File: config.mk
export PLATFORM = sky130hd
export DESIGN_NAME = dec_alu
export DESIGN_NICKNAME = d
export VERILOG_FILES = /design/src/rtl/alu_pkg.sv /design/src/rtl/alu_bin_unit.sv /design/src/rtl/alu_bcd_unit.sv /design/src/rtl/alu_shift_unit.sv /design/src/rtl/dec_alu.sv
export SDC_FILE = /design/constraint.sdc
export NUM_CORES = 1
export LEC_CHECK = 0
export ABC_CLOCK_PERIOD_IN_PS = 11700
export BUFFER_PORTS_ARGS = -buffer_cell sky130_fd_sc_hd__buf_2
export CORE_MARGIN = 2
export CORE_UTILIZATION = 25
export DETAILED_ROUTE_END_ITERATION = 16
export GPL_TIMING_DRIVEN = 0
export PLACE_DENSITY = 0.51
export SETUP_SLACK_MARGIN = 0.05
export SYNTH_ARGS = -nofsm -noshare
export SYNTH_HDL_FRONTEND = slang
export SYNTH_SLANG_ARGS = --single-unit
File: constraint.sdc
create_clock -name vclk -period 11.7
set_input_delay 0.585 -clock vclk [all_inputs]
set_output_delay 0.585 -clock vclk [all_outputs]
set_load 0.05 [all_outputs]
File: src/rtl/alu_pkg.sv
package alu_pkg;

   localparam int OP_W = 4;

   typedef enum logic [OP_W-1:0] {
      OP_ADD  = 4'd0,
      OP_SUB  = 4'd1,
      OP_CMP  = 4'd2,
      OP_BIT  = 4'd3,
      OP_AND  = 4'd4,
      OP_OR   = 4'd5,
      OP_XOR  = 4'd6,
      OP_SHL  = 4'd7,
      OP_SHR  = 4'd8,
      OP_ROL  = 4'd9,
      OP_ROR  = 4'd10,
      OP_INC  = 4'd11,
      OP_DEC  = 4'd12,
      OP_PASS = 4'd13,
      OP_IDL0 = 4'd14,
      OP_IDL1 = 4'd15
   } alu_op_e;

   localparam int DIGIT_W = 4;

endpackage

File: src/rtl/alu_bin_unit.sv
// Binary adder used for add, subtract and compare.
module alu_bin_unit #(
   parameter int WIDTH = 8
) (
   input  logic [WIDTH-1:0] a,
   input  logic [WIDTH-1:0] b,
   input  logic             cin,
   input  logic             sub,
   output logic [WIDTH-1:0] sum,
   output logic             cout,
   output logic             ovf
);
   localparam int MSB = WIDTH - 1;

   logic [WIDTH-1:0] b_eff;
   logic [WIDTH:0]   full;

   assign b_eff = sub ? ~b : b;
   assign full  = {1'b0, a} + {1'b0, b_eff} + {{WIDTH{1'b0}}, cin};
   assign sum   = full[WIDTH-1:0];
   assign cout  = full[WIDTH];
   // signed overflow: like-signed inputs giving an unlike-signed sum
   assign ovf   = (a[MSB] == b_eff[MSB]) && (full[MSB] != a[MSB]);
endmodule

File: src/rtl/alu_bcd_unit.sv
// Packed-decimal adder/subtractor, one corrected digit slice per nibble.
module alu_bcd_unit
   import alu_pkg::*;
#(
   parameter int WIDTH = 8
) (
   input  logic [WIDTH-1:0] a,
   input  logic [WIDTH-1:0] b,
   input  logic             cin,
   input  logic             sub,
   output logic [WIDTH-1:0] sum,
   output logic             cout
);
   localparam int DIGITS = WIDTH / DIGIT_W;

   // chain[d] is the carry (add) or no-borrow (subtract) into digit d
   logic [DIGITS:0] chain;
   assign chain[0] = cin;

   for (genvar d = 0; d < DIGITS; d++) begin : g_digit
      logic [DIGIT_W-1:0] ad, bd;
      logic [5:0]         add_raw;
      logic signed [5:0]  sub_raw;
      logic [DIGIT_W-1:0] add_dig, sub_dig;
      logic               add_cy, sub_cy;

      assign ad = a[d*DIGIT_W +: DIGIT_W];
      assign bd = b[d*DIGIT_W +: DIGIT_W];

      // add: raw digit sum 0..31, reduced modulo ten
      assign add_raw = {2'b00, ad} + {2'b00, bd} + {5'd0, chain[d]};
      assign add_cy  = (add_raw >= 6'd10);
      always_comb begin
         if (add_raw >= 6'd30)      add_dig = DIGIT_W'(add_raw - 6'd30);
         else if (add_raw >= 6'd20) add_dig = DIGIT_W'(add_raw - 6'd20);
         else if (add_raw >= 6'd10) add_dig = DIGIT_W'(add_raw - 6'd10);
         else                       add_dig = DIGIT_W'(add_raw);
      end

      // subtract: digit biased by ten, range -6..25
      assign sub_raw = 6'sd10 + $signed({2'b00, ad}) - $signed({2'b00, bd})
                       - $signed({5'd0, ~chain[d]});
      assign sub_cy  = (sub_raw >= 6'sd10);
      always_comb begin
         if (sub_raw < 6'sd0)        sub_dig = DIGIT_W'(sub_raw + 6'sd10);
         else if (sub_raw >= 6'sd20) sub_dig = DIGIT_W'(sub_raw - 6'sd20);
         else if (sub_raw >= 6'sd10) sub_dig = DIGIT_W'(sub_raw - 6'sd10);
         else                        sub_dig = DIGIT_W'(sub_raw);
      end

      assign sum[d*DIGIT_W +: DIGIT_W] = sub ? sub_dig : add_dig;
      assign chain[d+1]                = sub ? sub_cy  : add_cy;
   end

   assign cout = chain[DIGITS];
endmodule

File: src/rtl/alu_shift_unit.sv
// One-place shifter/rotator on the operand word.
module alu_shift_unit #(
   parameter int WIDTH = 8
) (
   input  logic [WIDTH-1:0] din,
   input  logic             cin,
   input  logic             left,
   input  logic             rotate,
   output logic [WIDTH-1:0] dout,
   output logic             cout
);
   localparam int MSB = WIDTH - 1;

   logic fill;
   assign fill = rotate & cin;

   always_comb begin
      if (left) begin
         dout = {din[MSB-1:0], fill};
         cout = din[MSB];
      end else begin
         dout = {fill, din[MSB:1]};
         cout = din[0];
      end
   end
endmodule

File: src/rtl/dec_alu.sv
module dec_alu
   import alu_pkg::*;
#(
   parameter int WIDTH      = 8,
   parameter bit DECIMAL_EN = 1'b1
) (
   input  logic [OP_W-1:0]  op_sel,
   input  logic [WIDTH-1:0] ref_val,
   input  logic [WIDTH-1:0] opnd,
   input  logic             carry_in,
   input  logic             dec_mode,
   output logic [WIDTH-1:0] result,
   output logic             c_out,
   output logic             c_we,
   output logic             z_out,
   output logic             z_we,
   output logic             n_out,
   output logic             n_we,
   output logic             v_out,
   output logic             v_we
);
   localparam int MSB    = WIDTH - 1;
   localparam bit DEC_ON = DECIMAL_EN;

   if ((WIDTH % DIGIT_W) != 0 || WIDTH < 8) begin : g_bad_width
      $error("dec_alu: WIDTH must be a multiple of %0d and at least 8", DIGIT_W);
   end

   alu_op_e op;
   assign op = alu_op_e'(op_sel);

   // shared binary adder: add, subtract, compare
   logic             bin_sub, bin_cin, bin_cout, bin_ovf;
   logic [WIDTH-1:0] bin_sum;

   assign bin_sub = (op != OP_ADD);
   assign bin_cin = (op == OP_CMP) ? 1'b1 : carry_in;

   alu_bin_unit #(.WIDTH(WIDTH)) bin_i (
      .a(ref_val), .b(opnd), .cin(bin_cin), .sub(bin_sub),
      .sum(bin_sum), .cout(bin_cout), .ovf(bin_ovf)
   );

   // decimal path, present only when enabled
   logic [WIDTH-1:0] dec_sum;
   logic             dec_cout;
   logic             use_dec;

   if (DECIMAL_EN) begin : g_dec
      alu_bcd_unit #(.WIDTH(WIDTH)) bcd_i (
         .a(ref_val), .b(opnd), .cin(carry_in), .sub(bin_sub),
         .sum(dec_sum), .cout(dec_cout)
      );
   end else begin : g_nodec
      assign dec_sum  = bin_sum;
      assign dec_cout = bin_cout;
   end

   assign use_dec = dec_mode & DEC_ON;

   // shifter
   logic [WIDTH-1:0] sh_res;
   logic             sh_cout, sh_left, sh_rot;

   assign sh_left = (op == OP_SHL) || (op == OP_ROL);
   assign sh_rot  = (op == OP_ROL) || (op == OP_ROR);

   alu_shift_unit #(.WIDTH(WIDTH)) shf_i (
      .din(opnd), .cin(carry_in), .left(sh_left), .rotate(sh_rot),
      .dout(sh_res), .cout(sh_cout)
   );

   // result, flag source word and enables
   logic [WIDTH-1:0] zn_src;

   always_comb begin
      result = ref_val;
      zn_src = ref_val;
      c_out  = 1'b0;
      v_out  = 1'b0;
      c_we   = 1'b0;
      z_we   = 1'b0;
      n_we   = 1'b0;
      v_we   = 1'b0;
      unique case (op)
         OP_ADD, OP_SUB: begin
            result = use_dec ? dec_sum : bin_sum;
            zn_src = bin_sum;
            c_out  = use_dec ? dec_cout : bin_cout;
            v_out  = bin_ovf;
            {c_we, z_we, n_we, v_we} = 4'b1111;
         end
         OP_CMP: begin
            zn_src = bin_sum;
            c_out  = bin_cout;
            {c_we, z_we, n_we} = 3'b111;
         end
         OP_BIT: begin
            zn_src = ref_val & opnd;
            v_out  = opnd[MSB-1];
            {z_we, n_we, v_we} = 3'b111;
         end
         OP_AND, OP_OR, OP_XOR: begin
            if (op == OP_AND)     result = ref_val & opnd;
            else if (op == OP_OR) result = ref_val | opnd;
            else                  result = ref_val ^ opnd;
            zn_src = result;
            {z_we, n_we} = 2'b11;
         end
         OP_SHL, OP_SHR, OP_ROL, OP_ROR: begin
            result = sh_res;
            zn_src = sh_res;
            c_out  = sh_cout;
            {c_we, z_we, n_we} = 3'b111;
         end
         OP_INC, OP_DEC, OP_PASS: begin
            if (op == OP_INC)      result = opnd + WIDTH'(1);
            else if (op == OP_DEC) result = opnd - WIDTH'(1);
            else                   result = opnd;
            zn_src = result;
            {z_we, n_we} = 2'b11;
         end
         default: ;
      endcase
   end

   assign z_out = (zn_src == '0);
   assign n_out = (op == OP_BIT) ? opnd[MSB] : zn_src[MSB];

endmodule

==> out/metrics.yaml <==
status: "completed"
die_h_um: 128
cts_resized: 0
hold_slack_ns: 1.68
wire_per_inst_um: 17.3
final_common_cell: "ha_1"
fill_cells: 1663
drc: 0
die-area_um2: 16300
cts_setup_buffers: 0
dpl.hpwl_um: 10300
hp-class: "in2out"
place_ws_ns: 3.54
fin_nets: 650
min_path_cells: 4
dr.pass1.iters: 5
worst_pin_slew_ns: 0.971
grt_pass1_vias: 3956
most-common-layout-cells: "ha_1 (69), inv_1 (48), buf_2 (40)"
cp-start-kind: "input port"
worstPathMaxFanout: 9
power.leakage_nw: 1.93
drtIter0Drc: 304
gp_congestion: 0.868
rsz0062_at_grt: "false"
grt_overflow: 0
yosys_warnings: 0
vias: 3983
cp-end-kind: "output pin"
portBuffers: 35
critPathRequiredTime_ns: 11.12
synth_cells: 512
hold_buffers: 0
hp-start: "ref_val[4]"
slowest_delay_ns: 0.68
num_antenna_cells: 0
arrival_ns: 7.66
grt_use_total_pct: 15.3
fin_setup_tns_ns: 0
coreArea_um2: 15100
design.seq.count: 0
total_power_w: 0.000383
post-route-min-period_ns: 8.24
critPathBufInv: 5
antenna_found_initial: 0
start_util_pct: 25.3
drv_slew: 0
fp.dieW_um: 128
netlist_area_um2: 3820
via_per_inst: 5.42
drive_gt1_share_pct: 13.0
critPathSlowestCell: "fa_1"
fin_crit_sh_pct: 70.4
slew_headroom_pct: 34.8
max_freq_ghz: 0.121
wl_um: 12700
ir_drop_mv: 0.0549
setup_viol: 0
pin_count: 38
area_growth_pct: 10.7
critPathKind: "in2out"
syn_area_per_cell_um2: 7.46
seqCellArea_um2: 0
min_to: "result[4]"
p_per_area_nw_per_um2: 90.4
grt_max_degree: 11
grt_pass1_wl_um: 20700
clock_buffers: 0
max_cap_viol_count: 0
crit_top_cell: "ha_1"
hold_violations: 0
core.rowCount: 45
syn-num-nets: 613
postRouteAntennaNets: 0
setup_slack_ns: 3.46
yosysUniqueCellTypes: 77
ys_seq_area_share_pct: 0
cp_top_family: "compound AO/OA/AOI/OAI gates"
## synthesized netlist by cell type, drive strengths merged, types with 6 or more instances
| cell | count | area, um2 |
|---|---|---|
| xor2 | 11 | 104 |
| mux2i | 11 | 110 |
| fa | 10 | 200 |
| xnor2 | 22 | 193 |
| a21oi | 34 | 178 |
| nor3 | 13 | 65.1 |
| nand4 | 9 | 56.3 |
| nor2b | 7 | 43.8 |
| o21ai | 25 | 129 |
| nand3b | 6 | 45.0 |
| nand3 | 20 | 110 |
| o211ai | 11 | 82.6 |
| a22oi | 6 | 50.1 |
| nand2 | 32 | 123 |
| nand2b | 13 | 81.3 |
| o21a | 6 | 45.0 |
| inv | 49 | 184 |
| buf | 12 | 92.6 |
| nor2 | 32 | 120 |
| and2 | 6 | 37.5 |
| a31oi | 13 | 81.3 |
| a21o | 9 | 68.8 |
| ha | 69 | 863 |
| clkbuf | 6 | 22.5 |
## power breakdown
group          internal [W]  switching [W]  leakage (nW)  total [W]
registers                 0              0             0          0
clock network             0              0             0          0
logic              0.000143       0.000240          1.93   0.000383
## per-layer routing
layer / wire, um / share of wire [%] / global-route usage [%] / vias up
met5: 0 / 0 / 0 / -
met4: 104 / 0.82 / 1.55 / 0
met3: 676 / 5.3 / 0.754 / 8
met2: 5890 / 46 / 26.2 / 124
met1: 6040 / 47 / 22.0 / 1895
li1: - / - / - / 1956
## layout make-up
cell class                      count  area (um2)  area share, %
Buffer                             18         115           2.72
Inverter                           49         184           4.35
Multi-Input combinational cell    445        3520           83.2
Tap cell                          188         235           5.56
Timing Repair Buffer               35         175           4.14
## metrics by stage
stage / utilization (%) / instance area, um2 / std cells
after floorplan: - / 3820 / 512
after global placement: 28.0 / 4230 / 735
after detailed placement: 28.0 / 4230 / 735
after CTS: 28.0 / 4230 / 735
after global routing: 28.0 / 4230 / 735
final: 28.0 / 4230 / 735
## cell families after synthesis
family	share of synthesized area (%)
buffers and inverters	7.83
xor gates and xnor gates	7.76
muxes	3.77
adders and majority gates	27.8
AOI/OAI and AO/OA	30.2
and+or+nand+nor	22.6
## worst max-delay path by stage
stage,from,endpoint,cells after the start
2_1_floorplan,ref_val[0],result[6],25
3_3_place_gp,opnd[0],result[6],27
3_5_place_dp,opnd[0],result[6],27
4_1_cts,opnd[0],result[6],27
5_1_grt,opnd[0],result[6],27
6_report,opnd[0],result[6],27
(Power assumes the default switching activity.)
